File: config.mk
export PLATFORM = sky130hd
export DESIGN_NAME = pixshift_assist
export DESIGN_NICKNAME = d
export VERILOG_FILES = /design/src/rtl/pixshift_pkg.sv /design/src/rtl/pixshift_decode.sv /design/src/rtl/pix_shifter.sv /design/src/rtl/nib_mask.sv /design/src/rtl/pixshift_assist.sv
export SDC_FILE = /design/constraint.sdc
export NUM_CORES = 1
export LEC_CHECK = 0
export ABC_AREA = 1
export CORE_MARGIN = 4
export CORE_UTILIZATION = 70
export DETAILED_ROUTE_END_ITERATION = 12
export DONT_BUFFER_PORTS = 1
export GPL_ROUTABILITY_DRIVEN = 0
export PLACE_DENSITY = 0.86
export SKIP_LAST_GASP = 1
export SYNTH_ARGS = -nofsm -noshare
export SYNTH_HDL_FRONTEND = slang
export SYNTH_HIERARCHICAL = 1
export SYNTH_SLANG_ARGS = --single-unit
File: constraint.sdc
create_clock -name clk -period 5.05 [get_ports clk]
set_input_delay 0.2525 -clock clk [delete_from_list [all_inputs] [get_ports clk]]
set_output_delay 0.2525 -clock clk [all_outputs]
set_load 0.02 [all_outputs]
File: src/rtl/pixshift_pkg.sv
package pixshift_pkg;
  typedef enum logic [2:0] {
    SEL_NONE,
    SEL_SRC,
    SEL_CNT,
    SEL_SMASK,
    SEL_SPILL,
    SEL_MGEN
  } reg_sel_e;
endpackage

File: src/rtl/pixshift_decode.sv
module pixshift_decode
  import pixshift_pkg::*;
#(
  parameter int ADDR_W = 12,
  parameter logic [ADDR_W-1:0] BASE = 12'h918
) (
  input  logic [ADDR_W-1:0] addr,
  output reg_sel_e          sel
);
  localparam logic [ADDR_W-1:0] OFS_SRC   = BASE;
  localparam logic [ADDR_W-1:0] OFS_CNT   = BASE + ADDR_W'(4);
  localparam logic [ADDR_W-1:0] OFS_SMASK = BASE + ADDR_W'(8);
  localparam logic [ADDR_W-1:0] OFS_SPILL = BASE + ADDR_W'(12);
  localparam logic [ADDR_W-1:0] OFS_MGEN  = BASE + ADDR_W'(16);

  always_comb begin
    unique case (addr)
      OFS_SRC:   sel = SEL_SRC;
      OFS_CNT:   sel = SEL_CNT;
      OFS_SMASK: sel = SEL_SMASK;
      OFS_SPILL: sel = SEL_SPILL;
      OFS_MGEN:  sel = SEL_MGEN;
      default:   sel = SEL_NONE;
    endcase
  end
endmodule

File: src/rtl/pix_shifter.sv
module pix_shifter #(
  parameter int PIX_W  = 4,
  parameter int WORD_W = 32,
  localparam int NPIX  = WORD_W / PIX_W,
  localparam int CNT_W = $clog2(NPIX)
) (
  input  logic [WORD_W-1:0] src,
  input  logic [CNT_W-1:0]  cnt,
  output logic [WORD_W-1:0] shifted,
  output logic [WORD_W-1:0] spill
);
  // Nibble j of both outputs takes source nibble (j + cnt) taken modulo NPIX.
  // The ones that did not wrap go to the shifted word, the ones that wrapped go to the spill.
  always_comb begin
    shifted = '0;
    spill   = '0;
    for (int j = 0; j < NPIX; j++) begin
      int idx;
      idx = j + int'(cnt);
      if (idx < NPIX)
        shifted[j*PIX_W +: PIX_W] = src[idx*PIX_W +: PIX_W];
      else
        spill[j*PIX_W +: PIX_W] = src[(idx-NPIX)*PIX_W +: PIX_W];
    end
  end
endmodule

File: src/rtl/nib_mask.sv
module nib_mask #(
  parameter int PIX_W  = 4,
  parameter int WORD_W = 32,
  localparam int NPIX  = WORD_W / PIX_W
) (
  input  logic [WORD_W-1:0] word,
  output logic [WORD_W-1:0] mask
);
  for (genvar g = 0; g < NPIX; g++) begin : g_pix
    assign mask[g*PIX_W +: PIX_W] = {PIX_W{|word[g*PIX_W +: PIX_W]}};
  end
endmodule

File: src/rtl/pixshift_assist.sv
module pixshift_assist
  import pixshift_pkg::*;
#(
  parameter int PIX_W  = 4,
  parameter int WORD_W = 32,
  parameter int ADDR_W = 12,
  parameter logic [ADDR_W-1:0] BASE = 12'h918
) (
  input  logic              clk,
  input  logic              rst_n,
  input  logic              wr_en,
  input  logic              rd_en,
  input  logic [ADDR_W-1:0] addr,
  input  logic [WORD_W-1:0] wdata,
  output logic [WORD_W-1:0] rdata
);
  localparam int NPIX  = WORD_W / PIX_W;
  localparam int CNT_W = $clog2(NPIX);

  reg_sel_e          sel;
  logic [WORD_W-1:0] src_q, mgen_q;
  logic [CNT_W-1:0]  cnt_q;
  logic [WORD_W-1:0] shifted, spill, smask, gmask;

  pixshift_decode #(.ADDR_W(ADDR_W), .BASE(BASE)) u_dec (
    .addr (addr),
    .sel  (sel)
  );

  always_ff @(posedge clk) begin
    if (!rst_n) begin
      src_q  <= '0;
      cnt_q  <= '0;
      mgen_q <= '0;
    end else if (wr_en) begin
      case (sel)
        SEL_SRC: begin
          src_q <= wdata;
          cnt_q <= '0;
        end
        SEL_CNT:  cnt_q  <= wdata[CNT_W-1:0];
        SEL_MGEN: mgen_q <= wdata;
        default: ;
      endcase
    end
  end

  pix_shifter #(.PIX_W(PIX_W), .WORD_W(WORD_W)) u_shf (
    .src     (src_q),
    .cnt     (cnt_q),
    .shifted (shifted),
    .spill   (spill)
  );

  nib_mask #(.PIX_W(PIX_W), .WORD_W(WORD_W)) u_smask (
    .word (shifted),
    .mask (smask)
  );

  nib_mask #(.PIX_W(PIX_W), .WORD_W(WORD_W)) u_gmask (
    .word (mgen_q),
    .mask (gmask)
  );

  always_comb begin
    rdata = '0;
    if (rd_en) begin
      case (sel)
        SEL_SRC:   rdata = shifted;
        SEL_SMASK: rdata = smask;
        SEL_SPILL: rdata = spill;
        SEL_MGEN:  rdata = gmask;
        default:   rdata = '0;
      endcase
    end
  end
endmodule

==> impl_metrics.yaml <==
power:
  combPwrFrac: 0.015
  power.density_mw_per_mm2: 177
  swShare: 0.195
  pwr-share-seq: 0.486
  power_leakage_nw: 2.77
  total_power_mw: 1.09
  switchingPower_mw: 0.212
  p_clk_frac: 0.499
  vdd_drop_max_v: 0.000277
  p_int_mw: 0.875
cts:
  ctsResizeCount: 0
  cts_buffers: 9
  cts_tree: "done"
  htreeDepth: 3
  insertion_delay_ns: 0.34
  postCtsSetupBuffers: 0
  clock_path_buffers: 2
  postCtsHoldBufs: 0
  cts_root_buf: "clkbuf_8"
  path_clk_slew_ns: 0.08
  cts_sinks: 67
final_layout:
  insertedDiodeCount: 0
  area_growth_syn_to_layout_pct: -5.43
  nets: 1126
  regArea_mm2: 0.00134
  multi_input_area_mm2: 0.00408
  layout-drive-gt1-share: 0.0437
  post-route-cell-area_mm2: 0.00615
  num-fill-cells: 854
  fin_util: 0.691
synthesis:
  postSynth.asyncResetShare: 0
  ys_seq_area_frac: 0.206
  synth_top_cells_by_area: "dfxtp_1 21%, nor2_1 17%, nand2_1 15%"
  syn_avg_cell_area_um2: 5.54
  synth.distinct_cells: 32
  synth_top_area_share: 0.206
  synth_seq_cells: 67
  synth_cells: 1174
  synth-warning-count: 6
  synth_area_mm2: 0.00650
  synthFlopType: "dfxtp_1"
  yosys.area.top_type: "dfxtp_1"
  synth_edf_count: 0
global_routing:
  track_usage: 0.332
  grt_pass1_wl_mm: 30.4
  grt_start_max_net_pins: 68
  grt_pass1_vias: 6193
  antenna_found_initial: 0
  grt_overflow: 0
timing:
  tns_ns: 0
  rsz0062_at_grt: "false"
  maxSlewHeadroom: 0.400
  post-route-period-util: 0.772
  hold_viol: 0
  fin_crit_ns: 3.90
  worst_hold_slack_ns: 0.0423
  tightest_slew_ns: 0.898
  clock_skew_ns: 0
  max_freq_mhz: 257
  setup_violations: 0
  drv_slew: 0
placement:
  portBuffers: 0
  placed_area_mm2: 0.00590
  hpwlAfterDp_mm: 13.5
critical_path:
  critPathKind: "reg2out"
  crit_fanout: 33
  r2r-start: "cnt_q[0]"
  startpoint_type: "register"
  cp-startpoint: "cnt_q[0]"
  reg2reg_depth: 3
  cp.arrival_ns: 3.64
  reg2reg_to: "cnt_q[0]"
  ff2ff_setup_slack_ns: 4.00
  cp.required_ns: 4.80
  cp-end-kind: "output pin"
drt:
  viasPerCell: 6.15
  detail_route.first_pass.iterations: 8
  antenna_left: 0
  drtIter0Drc: 1164
  num_vias: 7277
  drc: 0
  finalWirelength_mm: 18.7
  wl_per_cell_um: 15.8
floorplan:
  die_y_um: 104
  start_util: 0.731
  dieArea_mm2: 0.0109
  die_x_um: 104
  pin_count: 80
  rows: 34
  core_mm2: 0.00889
hold_path:
  min_to: "mgen_q[7]"
  hp-class: "in2reg"
  min-delay-start: "wdata[7]"
  min_path_cells: 2
run_status:
  outcome: "complete, no violations"
run:
  max_cap_viol_count: 0
layer usage:
layer,GRT usage,part of all wire
met5,0,0
met4,0.174,0.050
met3,0.0875,0.13
met2,0.486,0.42
met1,0.446,0.41
worst max-delay path, stage by stage, from the launching register on:
cell and delay [ns]:
dfxtp_1 0.34, inv_1 0.05, buf_4 0.24, ha_1 0.92, inv_1 0.56, nand3_1 0.23, nand2_1 0.09, nand2_1 0.06
nand2_1 0.05, nor2_1 0.19, inv_1 0.07, o21ai_1 0.13, nor2_1 0.06, nor2_1 0.31
logic make-up after synthesis:
kind of cell	Yosys count	synth area share
buf+inv	197	0.167
fa+ha+maj	7	0.0135
mux	1	0.00154
other cells	1	0.000577
flops	67	0.206
xor+xnor	4	0.0106
simple gates	733	0.471
compound gates	164	0.129
synth_stat cells, types with 2 or more instances:
master      n
nor2_1    291
nand2_1   260
nand3_1   126
o21ai_1    93
dfxtp_1    67
buf_4      66
inv_1      63
nand4_1    41
o21ai_0    34
a21oi_1    31
buf_2      25
clkbuf_1   21
buf_6       9
ha_1        7
inv_2       6
buf_1       5
nor3_1      5
o211ai_1    5
nand2_2     3
nor2_2      3
nor2_4      2
layout make-up:
type,count,area share
clock buffers,10,0.0224
clock inverters,6,0.0183
inverters,71,0.0438
multi-input cells,913,0.664
flip-flops and latches,67,0.218
well taps,108,0.0220
repair buffers,9,0.0110
power groups by stage:
stage | clock (mW) | sequential (mW) | combinational, mW
floorplan | 0 | 0.540 | 0.0229
finish | 0.542 | 0.528 | 0.0159
CTS | 0.548 | 0.528 | 0.0159
detailed placement | 0 | 0.540 | 0.0158
global placement | 0 | 0.540 | 0.0154
global route | 0.574 | 0.528 | 0.0189
placed cells by master (no fill, tap or decap), types with 2 or more instances in the layout:
master | synthesis | layout
nor2_1 | 291 | 290
nand2_1 | 260 | 260
nand3_1 | 126 | 126
o21ai_1 | 93 | 93
dfxtp_1 | 67 | 67
inv_1 | 63 | 63
nand4_1 | 41 | 41
o21ai_0 | 34 | 34
a21oi_1 | 31 | 31
clkbuf_8 | 0 | 10
buf_4 | 66 | 9
ha_1 | 7 | 7
inv_2 | 6 | 6
nor3_1 | 5 | 5
o211ai_1 | 5 | 5
nor2_2 | 3 | 4
conb_1 | 1 | 4
nand2_2 | 3 | 3
bufinv_16 | 0 | 3
clkinvlp_4 | 0 | 3
nor2_4 | 2 | 2
metrics by stage:
step	std cells	setup WS, ns
2_1_floorplan	1177	2.53
3_3_place_gp	1168	1.73
3_5_place_dp	1168	1.69
4_1_cts	1184	1.30
5_1_grt	1184	0.902
6_report	1184	1.15
flip-flops by register name (all words and copies together), names as in the netlist:
signal  cells
src_q      32
mgen_q     32
cnt_q       3
worst max-delay path by stage:
| stage | end | slack (ns) | cells past startpoint |
|---|---|---|---|
| detailed placement | rdata[14] | 1.69 | 13 |
| finish | rdata[13] | 1.15 | 13 |
| floorplan | rdata[31] | 2.53 | 16 |
| CTS | rdata[14] | 1.30 | 13 |
| global placement | rdata[14] | 1.73 | 13 |
| global route | rdata[14] | 0.90 | 13 |
Power figures use the tool's default switching activity.
